**src/rtl/fsmtc_pkg.sv**
```systemverilog
package fsmtc_pkg;

  localparam int FSM_STATES = 5;
  localparam int FSM_IN_W   = 2;
  localparam int FSM_CODE_W = 5;
  localparam int FSM_IDX_W  = $clog2(FSM_STATES);

  // state i occupies bits [i*CODE_W +: CODE_W]
  localparam logic [FSM_STATES*FSM_CODE_W-1:0] DEF_CODES = {
    5'b10110,   // state 4
    5'b01110,   // state 3
    5'b11001,   // state 2
    5'b00111,   // state 1
    5'b00000    // state 0 (reset state)
  };

  // successor index of (state s, input x) at slot s*2^IN_W + x
  localparam logic [FSM_STATES*(1<<FSM_IN_W)*FSM_IDX_W-1:0] DEF_NEXT = {
    3'd0, 3'd0, 3'd0, 3'd4,   // state 4, x = 3..0
    3'd3, 3'd4, 3'd4, 3'd3,   // state 3
    3'd4, 3'd0, 3'd4, 3'd2,   // state 2
    3'd0, 3'd3, 3'd3, 3'd1,   // state 1
    3'd0, 3'd2, 3'd1, 3'd0    // state 0
  };

  typedef struct packed {
    logic outer;
    logic inner;
  } chk_hit_t;

endpackage

```
**src/rtl/fsmtc_code_match.sv**
```systemverilog
module fsmtc_code_match #(
  parameter int N = 5,
  parameter int W = 5,
  parameter logic [N*W-1:0] CODES = '0
) (
  input  logic [W-1:0] code,
  output logic [N-1:0] hit
);

  for (genvar g = 0; g < N; g++) begin : g_cmp
    assign hit[g] = (code == CODES[g*W +: W]);
  end

endmodule

```
**src/rtl/fsmtc_next_logic.sv**
```systemverilog
module fsmtc_next_logic #(
  parameter int N     = 5,
  parameter int IN_W  = 2,
  parameter int W     = 5,
  parameter int IDX_W = 3,
  parameter logic [N*W-1:0]                 CODES = '0,
  parameter logic [N*(1<<IN_W)*IDX_W-1:0]   NEXT_TABLE = '0
) (
  input  logic [N-1:0]    cur_hit,
  input  logic [IN_W-1:0] x,
  output logic [W-1:0]    next_code
);

  localparam int IN_CNT = 1 << IN_W;

  function automatic logic [W-1:0] lookup(input int s, input logic [IN_W-1:0] xi);
    int slot;
    int t;
    slot = s * IN_CNT + int'(xi);
    t    = int'(NEXT_TABLE[slot*IDX_W +: IDX_W]);
    return CODES[t*W +: W];
  endfunction

  always_comb begin
    next_code = CODES[0 +: W];   // unassigned present code falls back to state 0
    for (int g = 0; g < N; g++) begin
      if (cur_hit[g]) next_code = lookup(g, x);
    end
  end

endmodule

```
**src/rtl/fsmtc_txn_checker.sv**
```systemverilog
module fsmtc_txn_checker
  import fsmtc_pkg::*;
#(
  parameter int N     = 5,
  parameter int IN_W  = 2,
  parameter int IDX_W = 3,
  parameter logic [N*(1<<IN_W)*IDX_W-1:0] NEXT_TABLE = '0
) (
  input  logic         clk,
  input  logic         rst_n,
  input  logic [N-1:0] cur_hit,
  input  logic [N-1:0] nxt_hit,
  output logic         outer_hit,
  output logic         inner_hit,
  output logic         armed,
  output logic         err_flag
);

  localparam int IN_CNT = 1 << IN_W;

  function automatic logic [N-1:0] successors(input int s);
    logic [N-1:0] r;
    int t;
    r = '0;
    for (int x = 0; x < IN_CNT; x++) begin
      t = int'(NEXT_TABLE[(s*IN_CNT + x)*IDX_W +: IDX_W]);
      r[t] = 1'b1;
    end
    return r;
  endfunction

  logic [N-1:0] succ_tab [N];
  for (genvar g = 0; g < N; g++) begin : g_succ
    localparam logic [N-1:0] SUCC = successors(g);
    assign succ_tab[g] = SUCC;
  end

  logic [N-1:0] cur_succ;
  always_comb begin
    cur_succ = '0;
    for (int g = 0; g < N; g++) begin
      if (cur_hit[g]) cur_succ = cur_succ | succ_tab[g];
    end
  end

  chk_hit_t hits;
  assign hits.outer = ~(|nxt_hit);
  assign hits.inner = (|nxt_hit) & ~(|(nxt_hit & cur_succ));
  assign outer_hit  = hits.outer;
  assign inner_hit  = hits.inner;

  always_ff @(posedge clk or negedge rst_n) begin
    if (!rst_n) begin
      armed    <= 1'b0;
      err_flag <= 1'b0;
    end else begin
      armed    <= 1'b1;
      err_flag <= err_flag | (armed & (hits.outer | hits.inner));
    end
  end

endmodule

```
**src/rtl/fsmtc_top.sv**
```systemverilog
module fsmtc_top
  import fsmtc_pkg::*;
#(
  parameter int NUM_STATES = FSM_STATES,
  parameter int IN_W       = FSM_IN_W,
  parameter int CODE_W     = FSM_CODE_W,
  parameter logic [NUM_STATES*CODE_W-1:0] STATE_CODES = DEF_CODES,
  parameter logic [NUM_STATES*(1<<IN_W)*$clog2(NUM_STATES)-1:0] NEXT_TABLE = DEF_NEXT
) (
  input  logic                  clk,
  input  logic                  rst_n,
  input  logic [IN_W-1:0]       fsm_in,
  input  logic [CODE_W-1:0]     fault_mask,
  output logic [CODE_W-1:0]     state_code,
  output logic [NUM_STATES-1:0] fsm_out,
  output logic                  err_flag
);

  localparam int IDX_W = $clog2(NUM_STATES);

  logic [CODE_W-1:0]     state_q;
  logic [CODE_W-1:0]     next_code;
  logic [CODE_W-1:0]     next_inj;
  logic [NUM_STATES-1:0] cur_hit;
  logic [NUM_STATES-1:0] nxt_hit;
  logic                  outer_hit;
  logic                  inner_hit;
  logic                  chk_armed;

  fsmtc_code_match #(.N(NUM_STATES), .W(CODE_W), .CODES(STATE_CODES)) u_cur_match (
    .code (state_q),
    .hit  (cur_hit)
  );

  fsmtc_next_logic #(
    .N(NUM_STATES), .IN_W(IN_W), .W(CODE_W), .IDX_W(IDX_W),
    .CODES(STATE_CODES), .NEXT_TABLE(NEXT_TABLE)
  ) u_next (
    .cur_hit   (cur_hit),
    .x         (fsm_in),
    .next_code (next_code)
  );

  assign next_inj = next_code ^ fault_mask;

  fsmtc_code_match #(.N(NUM_STATES), .W(CODE_W), .CODES(STATE_CODES)) u_nxt_match (
    .code (next_inj),
    .hit  (nxt_hit)
  );

  fsmtc_txn_checker #(
    .N(NUM_STATES), .IN_W(IN_W), .IDX_W(IDX_W), .NEXT_TABLE(NEXT_TABLE)
  ) u_chk (
    .clk       (clk),
    .rst_n     (rst_n),
    .cur_hit   (cur_hit),
    .nxt_hit   (nxt_hit),
    .outer_hit (outer_hit),
    .inner_hit (inner_hit),
    .armed     (chk_armed),
    .err_flag  (err_flag)
  );

  always_ff @(posedge clk or negedge rst_n) begin
    if (!rst_n) state_q <= STATE_CODES[0 +: CODE_W];
    else        state_q <= next_inj;
  end

  assign state_code = state_q;
  assign fsm_out    = cur_hit;

endmodule

```
**config.mk**
```make
export PLATFORM = sky130hd
export DESIGN_NAME = fsmtc_top
export DESIGN_NICKNAME = d
export VERILOG_FILES = /design/src/rtl/fsmtc_pkg.sv /design/src/rtl/fsmtc_code_match.sv /design/src/rtl/fsmtc_next_logic.sv /design/src/rtl/fsmtc_txn_checker.sv /design/src/rtl/fsmtc_top.sv
export SDC_FILE = /design/constraint.sdc
export NUM_CORES = 1
export LEC_CHECK = 0
export BUFFER_PORTS_ARGS = -buffer_cell sky130_fd_sc_hd__buf_2
export CORE_AREA = 2 2 50 52
export CTS_CLUSTER_SIZE = 40
export DETAILED_ROUTE_END_ITERATION = 7
export DIE_AREA = 0 0 52 54
export PLACE_DENSITY = 0.68
export RECOVER_POWER = 25
export SKIP_CTS_REPAIR_TIMING = 1
export SYNTH_ARGS = -nofsm -noshare
export SYNTH_HDL_FRONTEND = slang
export SYNTH_SLANG_ARGS = --single-unit
export TNS_END_PERCENT = 50
```
**constraint.sdc**
```tcl
create_clock -name clk -period 3.1 [get_ports clk]
set_input_delay 0.62 -clock clk [delete_from_list [all_inputs] [get_ports clk]]
set_output_delay 0.62 -clock clk [all_outputs]
set_load 0.02 [all_outputs]
```
# Word-level counts from Yosys, hierarchy flattened
# Index checks and enable logic that the tools add are counted.
[totals] in_bits=9 word_cells=57 register_bits=7
[op_classes] n_mul=10 addsub=4 eq_ne=8 n_shift=10 mux=10 n_reduce_logical=4 bitwise_logic=8
[op_table] operator="variable part select 60 x 32 -> 3 bit, first input constant" count=5
[op_table] operator="variable part select 25 x 32 -> 5 bit, first input constant" count=5
[op_table] operator="multiplier 32 x 3 -> 32 bit, second input constant" count=4
[op_table] operator="2-to-1 mux 5 bit" count=8
[op_table] operator="multiplier 3 x 3 -> 6 bit, second input constant" count=5
[op_table] operator="equality test 5 bit, second input constant" count=4
[op_table] operator="adder 4 x 2 -> 5 bit, first input constant" count=2
[op_table] operator="equality test 5 x 3 -> 1 bit, second input constant" count=2
[op_table] operator="equality test 5 x 4 -> 1 bit, second input constant" count=2
[op_table] operator="zero test 5 bit" count=2
[op_table] operator="OR reduction 5 bit" count=2
[op_table] operator="adder 5 x 2 -> 6 bit, first input constant" count=1
[op_table] operator="bitwise AND 5 bit" count=1
[op_table] operator="bitwise XOR 5 bit" count=1
[op_table] operator="adder 3 x 2 -> 4 bit, first input constant" count=1
[op_table] operator="multiplier 2 x 2 -> 4 bit, second input constant" count=1
[op_table] operator="2-to-1 mux 4 bit" count=1
[op_table] operator="2-to-1 mux 3 bit" count=1
[op_table] operator="bitwise AND 1 bit" count=2
[op_table] operator="NOT 1 bit" count=2
[op_table] operator="OR 1 bit" count=2

# Logic depth before layout (Yosys ltp)
# Gate-level depths: netlist of run 1.
[logic_depth] depth_word=18 depth_mapped=9 depth_no_buf=9

# Modules after synthesis
# A second synthesis of run 1 with hierarchy kept.
[unflattened] cells_unflattened=72 hier_area_um2=616.8
[modules_own_cells] mod="fsmtc_next_logic" n_inst=1 area_each_um2=212.7 cells_each=30 seq_area_each_um2=0.0
[modules_own_cells] mod="fsmtc_top" n_inst=1 area_each_um2=168.9 cells_each=10 seq_area_each_um2=125.1
[modules_own_cells] mod="fsmtc_txn_checker" n_inst=1 area_each_um2=132.6 cells_each=16 seq_area_each_um2=50.0
[modules_own_cells] mod="fsmtc_code_match" n_inst=2 area_each_um2=51.3 cells_each=8 seq_area_each_um2=0.0

# Worst setup path after synthesis of run 1
# Ideal clock, no wire load.
[synth_path] path_kind="in2reg" start="input fsm_in[0]" end="register u_chk.err_flag" setup_time_ns=0.123 required_time_ns=2.977 arrival_time_ns=2.586 slack_ns=0.391 stages=8 path_buffers=0 cell_sequence="ha_1 > or3b_1 > a211o_1 > a31oi_4 > nand2_2 > a2111o_1 > a21bo_1 > o221a_1"
[synth_between] elab_chain_len=18
[synth_lines] element="start, declared" line_no="fsmtc_top.sv:12" text="input logic [IN_W-1:0] fsm_in,"
[synth_lines] element="adder 3 x 2 -> 4 bit / multiplier 2 x 2 -> 4 bit (equally long branches)" line_no="fsmtc_next_logic.sv:19, fsmtc_next_logic.sv:20"
[synth_lines] element="multiplier 32 x 3 -> 32 bit / variable part select 60 x 32 -> 3 bit (equally long branches)" line_no="fsmtc_next_logic.sv:20" text="t = int'(NEXT_TABLE[slot*IDX_W +: IDX_W]);"
[synth_lines] element="variable part select 60 x 32 -> 3 bit / multiplier 3 x 3 -> 6 bit (equally long branches)" line_no="fsmtc_next_logic.sv:20, fsmtc_next_logic.sv:21"
[synth_lines] element="multiplier 3 x 3 -> 6 bit / variable part select 25 x 32 -> 5 bit (equally long branches)" line_no="fsmtc_next_logic.sv:21" text="return CODES[t*W +: W];"
[synth_lines] element="variable part select 25 x 32 -> 5 bit / 2-to-1 mux 5 bit (equally long branches)" line_no="fsmtc_next_logic.sv:21, fsmtc_next_logic.sv:27"
[synth_lines] element="2-to-1 mux 5 bit (3 in series)" line_no="fsmtc_next_logic.sv:27" text="if (cur_hit[g]) next_code = lookup(g, x);"
[synth_lines] element="2-to-1 mux 5 bit *" line_no="fsmtc_next_logic.sv:27"
[synth_lines] element="bitwise XOR 5 bit *" line_no="fsmtc_top.sv:44" text="assign next_inj = next_code ^ fault_mask;"
[synth_lines] element="equality test 5 x 3 -> 1 bit, or another cell as far along" line_no="fsmtc_code_match.sv:11" text="assign hit[g] = (code == CODES[g*W +: W]);"
[synth_lines] element="bitwise AND 5 bit" line_no="fsmtc_txn_checker.sv:48" text="assign hits.inner = (|nxt_hit) & ~(|(nxt_hit & cur_succ));"
[synth_lines] element="OR reduction 5 bit" line_no="fsmtc_txn_checker.sv:48"
[synth_lines] element="NOT 1 bit" line_no="fsmtc_txn_checker.sv:48"
[synth_lines] element="bitwise AND 1 bit" line_no="fsmtc_txn_checker.sv:48"
[synth_lines] element="OR 1 bit *" line_no="fsmtc_txn_checker.sv:58" text="err_flag <= err_flag | (armed & (hits.outer | hits.inner));"
[synth_lines] element="bitwise AND 1 bit *" line_no="fsmtc_txn_checker.sv:58"
[synth_lines] element="OR 1 bit *" line_no="fsmtc_txn_checker.sv:58"
[synth_lines] element="end signal, assigned" line_no="fsmtc_txn_checker.sv:58"
[synth_lines] element="end, declared" line_no="fsmtc_txn_checker.sv:16" text="output logic err_flag"
# Every way passes the cells marked *; elsewhere a longest branch is shown, timed or not.

# Worst setup path after layout of run 1
[layout_path] start="input fsm_in[1]" end="register u_chk.err_flag"
# The elaborated chain is that of the path after synthesis.

==> results of run 1 <==
[registers in the layout, summed over array words and instances (netlist names)]
name / count
state_code: 5
u_chk.armed: 1
u_chk.err_flag: 1
[final cells by class]
class	instances	area, um2	area share (%)
well taps	30	37.5	3.76
flip-flops and latches	7	175	17.5
multi-input cells	88	639	64.0
repair buffers	21	109	10.9
clock buffers	4	26.3	2.63
inverters	3	11.3	1.13
[cell usage after synthesis, types with 2 or more instances]
master	count	area, um2
nor2_1	9	33.8
dfrtp_1	7	175
ha_1	7	87.6
nand2_1	7	26.3
a21oi_1	5	25.0
and2_1	4	25.0
and3_1	4	25.0
xor2_1	4	35.0
a211o_1	3	26.3
a31oi_1	3	18.8
clkbuf_1	3	11.3
inv_1	3	11.3
nand2b_1	3	18.8
nand4_1	3	18.8
nor3_1	3	15.0
nor4b_1	2	17.5
o21ai_0	2	10.0
or2_2	2	12.5
xnor2_1	2	17.5
[power by group through the flow]
stage          Combinational (uW)  Clock (uW)  Sequential, uW
6_report                      166        80.8             136
5_1_grt                       183        89.9             140
4_1_cts                       165        83.9             136
3_5_place_dp                  164           0             137
3_3_place_gp                  164           0             137
2_1_floorplan                 115           0             135
[logic make-up (layout without fill, tap and decap cells)]
logic type,count (synthesis),after routing,share of synthesized area (%)
simple gates,47,47,33.3
compound gates,26,26,24.4
fa+ha+maj,7,7,10.4
flops,7,7,20.8
buf+inv,7,28,3.27
xor+xnor,6,6,6.24
other cells,1,1,0.445
mux,1,1,1.19
[worst reg2reg max path, stage by stage, from the launching register on]
cell	delay, ps
dfrtp_1	560
or3b_1	450
a211o_1	290
a31oi_4	290
nand2_2	80
a2111o_1	410
a21bo_1	200
o221a_1	240
[worst max path at each step]
stage          startpoint        endpoint  slack, ps  depth (start not counted)
2_1_floorplan   fsm_in[0]  u_chk.err_flag        390                          8
3_3_place_gp    fsm_in[0]  u_chk.err_flag        160                         10
3_5_place_dp    fsm_in[0]  u_chk.err_flag        120                         10
4_1_cts         fsm_in[0]  u_chk.err_flag        380                         10
5_1_grt         fsm_in[0]  u_chk.err_flag        160                         10
6_report        fsm_in[1]  u_chk.err_flag        370                          9
[layer usage]
metal	track usage (%)	wire (um)	up-vias
li1	-	-	422
met1	23.5	990	392
met2	23.0	879	23
met3	0.278	116	2
met4	6.58	11	0
met5	0	0	-
[through the flow]
stage | hold WS (ps) | util (%) | setup slack (ps) | power, uW | cell area [um2]
5_1_grt | 288 | 43.0 | 156 | 413 | 998
3_3_place_gp | 454 | 42.0 | 157 | 300 | 973
6_report | 250 | 43.0 | 373 | 383 | 998
4_1_cts | 188 | 43.1 | 375 | 385 | 1000
3_5_place_dp | 458 | 42.0 | 125 | 302 | 973
2_1_floorplan | 324 | - | 391 | 249 | 842
[placed cells by master, fill, tap and decap left out, types with 2 or more instances in the layout]
| cell type | n |
|---|---|
| clkbuf_4 | 3 |
| and2_1 | 4 |
| buf_4 | 2 |
| nand2_1 | 7 |
| dfrtp_1 | 7 |
| xnor2_1 | 2 |
| nor3_1 | 3 |
| o21ai_0 | 2 |
| clkbuf_1 | 2 |
| inv_1 | 3 |
| a211o_1 | 3 |
| ha_1 | 7 |
| nand4_1 | 3 |
| or2_2 | 2 |
| nor4b_1 | 2 |
| a31oi_1 | 3 |
| nand2b_1 | 3 |
| and3_1 | 4 |
| nor2_1 | 9 |
| a21oi_1 | 5 |
| buf_2 | 18 |
| xor2_1 | 4 |
==> results_dict.tcl, run 1 <==
set metrics [dict create \
    net-switching-power_uw 166 \
    area_delta_synth_final_pct 18.6 \
    ctsLongestPathBuffers 2 \
    hold_violations 0 \
    io_pins 20 \
    cp_cell_sequence "buf_2 -> ha_1 -> or3b_1 -> a211o_1 -> a31oi_4 -> nand2_2 -> a2111o_1 -> a21bo_1 -> o221a_1" \
    cts_tree "done" \
    instances_no_fill 153 \
    skew_ps 4.52 \
    cp_slowest_cell "a2111o_1" \
    crit_path_end_kind "register" \
    cts_root_buf "clkbuf_4" \
    yosysSeqAreaShare_pct 20.8 \
    rsz0062_at_grt "false" \
    antenna_found_initial 0 \
    irDropWorstVdd_v 0.000244 \
    hold_class "input port to asynchronous set/reset pin" \
    syn-num-nets 118 \
    critPathRequiredTime_ps 3230 \
    dp_hpwl_mm 1.55 \
    swShare_pct 43.3 \
    critPathTopFamily "compound AO/OA/AOI/OAI gates" \
    setup_viol 0 \
    drt-total-wl_mm 2.00 \
    regToRegSetupSlack_ps 470 \
    ys.flop_type "dfrtp_1" \
    syn-cell-area_um2 842 \
    cts_buffers 3 \
    diodes 0 \
    first_pass_iters 4 \
    period_needed_ps 2730 \
    ys_warn_count 0 \
    max_cap_violations 0 \
    clkSinkCount 7 \
    reg2regPathDepth 7 \
    place_congestion 0.816 \
    htree_levels 1 \
    path_class "input port to register" \
    crit_path_start_kind "input port" \
    syn_inst 102 \
    power_density_mw_per_mm2 383 \
    grt_pass1_wl_mm 3.31 \
    final_net_count 140 \
    synth_cell_type_count 45 \
    p_comb_share_pct 43.2 \
    max_freq_mhz 367 \
    via_per_inst 5.48 \
    path_buf_inv 1 \
    timing.final.crit_share_pct 88.0 \
    drt_iter0_drc 37 \
    report.final.slew_viol_count 0 \
    core_mm2 0.00232 \
    internal_power_uw 217 \
    ys_async_sr_fraction_pct 100 \
    ys_ff_latch 7 \
    run_status "finished, final reports clean" \
    num-fill-cells 249 \
    die_x_um 52 \
    io_buffers 19 \
    worstReg2RegEnd "u_chk.err_flag" \
    drive_gt1_share_pct 22.8 \
    wl_per_cell_um 13.1 \
    drcViolationCount 0 \
    p_clk_share_pct 21.1 \
    r2r_start "state_code[4]" \
    vias 839 \
    fin_setup_tns_ps 0 \
    die_area_mm2 0.00281 \
    clk_transition_reported_paths_ps 50 \
    initial_core_util_pct 36.3 \
    synth_enable_flop_cells 0 \
    avgSynthCellArea_um2 8.26 \
    cp.arrival_ps 2860 \
    relSlewSlack_pct 65.3 \
    antenna_left 0 \
    worstMarginPinSlew_ps 516 \
    grt_start_max_net_pins 19 \
    clk_latency_ps 250 \
    slowest_delay_ps 410 \
    rows 18 \
    crit_fanout 7 \
    grt-ovfl-total 0 \
    place_inst 149 \
    die_h_um 54 \
    p_leak_uw 0.000419 \
    gr-usage-all-layers_pct 15.5 \
    grt_pass1_vias 690 \
    p_seq_share_pct 35.6 \
]
(Power assumes the default switching activity.)
==> inputs of run 2 (changes only) <==
--- a/config.mk
+++ b/config.mk
@@ -6,10 +6,10 @@
 export NUM_CORES = 1
 export LEC_CHECK = 0
 export BUFFER_PORTS_ARGS = -buffer_cell sky130_fd_sc_hd__buf_2
-export CORE_AREA = 2 2 50 52
+export CORE_AREA = 5 5 53 55
 export CTS_CLUSTER_SIZE = 40
 export DETAILED_ROUTE_END_ITERATION = 7
-export DIE_AREA = 0 0 52 54
+export DIE_AREA = 0 0 58 60
 export PLACE_DENSITY = 0.68
 export RECOVER_POWER = 25
 export SKIP_CTS_REPAIR_TIMING = 1
==> constraint.sdc (replaced) <==
create_clock -name clk -period 3.1 [get_ports clk]
set_input_delay 0.465 -clock clk [delete_from_list [all_inputs] [get_ports clk]]
set_output_delay 0.465 -clock clk [all_outputs]
set_load 0.02 [all_outputs]
==> run 2 against run 1 <==
Against the previous run: wire length up 8.0%; critical path type is now register to register; core utilization fell by 0.36 points; sequential power about the same; hold slack got worse by 160 ps; power grew 1.8%; critical path depth is 2 lower; largest power group unchanged; die area grew 24%; cell count stayed put; sequential share of layout area about the same; highest routed layer unchanged; via count increased by 4.8%; combinational power barely moved; clock skew barely moved; largest cell class unchanged; critical endpoint unchanged.
==> results_dict.tcl, run 2 (synthesized netlist as in run 1, its figures left out) <==
set metrics [dict create \
    cp_cell_sequence "or3b_1 -> a211o_1 -> a31oi_4 -> nand2_2 -> a2111o_1 -> a21bo_1 -> o221a_1" \
    io_pins 20 \
    cts_tree "done" \
    r2r_start "state_code[4]" \
    rows 18 \
    clkSinkCount 7 \
    die_area_mm2 0.00348 \
    clk_latency_ps 260 \
    drt_iter0_drc 24 \
    drt-total-wl_mm 2.16 \
    via_per_inst 5.75 \
    rsz0062_at_grt "false" \
    max_freq_mhz 379 \
    report.final.slew_viol_count 0 \
    run_status "finished, final reports clean" \
    worstMarginPinSlew_ps 526 \
    grt_start_max_net_pins 19 \
    grt-ovfl-total 0 \
    ctsLongestPathBuffers 2 \
    irDropWorstVdd_v 0.000386 \
    gr-usage-all-layers_pct 13.8 \
    crit_start "state_code[4]" \
    final_cell_mix "18 x buf_2, 9 x nor2_1, 7 x nand2_1, 7 x ha_1, 7 x dfrtp_1" \
    p_leak_uw 0.000422 \
    area_delta_synth_final_pct 18.7 \
    antenna_found_initial 0 \
    vias 879 \
    cp_slowest_cell "dfrtp_1" \
    htree_levels 1 \
    crit_path_end_kind "register" \
    fin_setup_tns_ps 0 \
    crit_fanout 18 \
    cts_buffers 3 \
    max_cap_violations 0 \
    critPathRequiredTime_ps 3240 \
    die_h_um 60 \
    slowest_delay_ps 560 \
    hold_ws_ps 90.2 \
    critPathTopFamily "compound AO/OA/AOI/OAI gates" \
    path_class "register to register" \
    initial_core_util_pct 36.0 \
    die_x_um 58 \
    clk_transition_reported_paths_ps 60 \
    setup_viol 0 \
    io_buffers 19 \
    crit_path_start_kind "register" \
    place_congestion 0.838 \
    hold_violations 0 \
    relSlewSlack_pct 64.9 \
    antenna_left 0 \
    period_needed_ps 2640 \
    core_mm2 0.00234 \
    num-fill-cells 251 \
    diodes 0 \
    first_pass_iters 4 \
    grt_pass1_vias 877 \
    largest_register_ffs 5 \
    path_buf_inv 0 \
    skew_ps 4.21 \
    layout_commonest_cell "buf_2" \
    drcViolationCount 0 \
    final_net_count 140 \
    cp.arrival_ps 2780 \
    timing.final.crit_share_pct 85.0 \
    grt_pass1_wl_mm 3.80 \
    drive_gt1_share_pct 23.6 \
    power_density_mw_per_mm2 390 \
    cts_root_buf "clkbuf_4" \
    wl_per_cell_um 14.1 \
    dp_hpwl_mm 1.65 \
    hold_class "input port to asynchronous set/reset pin" \
]
run 2: cell count changes in the layout (fill, tap and decap cells not counted):
cell / change
clkinv_2: +1
clkbuf_1: -1
run 2: layer usage:
layer | up-vias | track usage, % | wire length, um | part of all wire, %
met4 | 0 | 4.97 | 19 | 0.88
li1 | 424 | - | - | -
met3 | 2 | 1.73 | 95 | 4.4
met2 | 27 | 24.8 | 1030 | 48
met5 | - | 0 | 0 | 0
met1 | 426 | 16.8 | 1020 | 47
run 2: path summary, 6_finish.rpt:
kind	endpoint	slack [ps]	cells after the start
max reg2reg	u_chk.err_flag	460	7
min	u_chk.armed	90	1
min reg2reg	u_chk.err_flag	590	2
max in group asynchronous	state_code[0]	2740	1
max	u_chk.err_flag	460	7
min in group clk	state_code[1]	430	2
run 2: report_power, final:
part           leakage, uW  internal (uW)  switching, uW  total [uW]
clock network    0.0000177           47.3           37.7        85.1
logic             0.000325           65.1            101         167
registers        0.0000787            102           35.7         138
run 2: area by class of cell:
| class | instances | area, um2 | share of cell area [%] |
|---|---|---|---|
| clock inverter | 1 | 5.00 | 0.501 |
| sequential | 7 | 175 | 17.5 |
| clock buffer | 3 | 22.5 | 2.25 |
| tap | 30 | 37.5 | 3.75 |
| timing repair buffer | 21 | 109 | 10.9 |
| inverter | 3 | 11.3 | 1.13 |
| multi-input combinational | 88 | 639 | 64.0 |
run 2: stage by stage:
step	std cells	worst slack, ps	total power (uW)	instance area (um2)	utilization [%]
after floorplan	102	546	249	842	-
after global placement	149	309	302	973	41.6
after detailed placement	149	307	304	973	41.6
after CTS	153	470	391	1000	42.7
after global routing	153	304	418	1000	42.7
final	153	464	390	1000	42.7
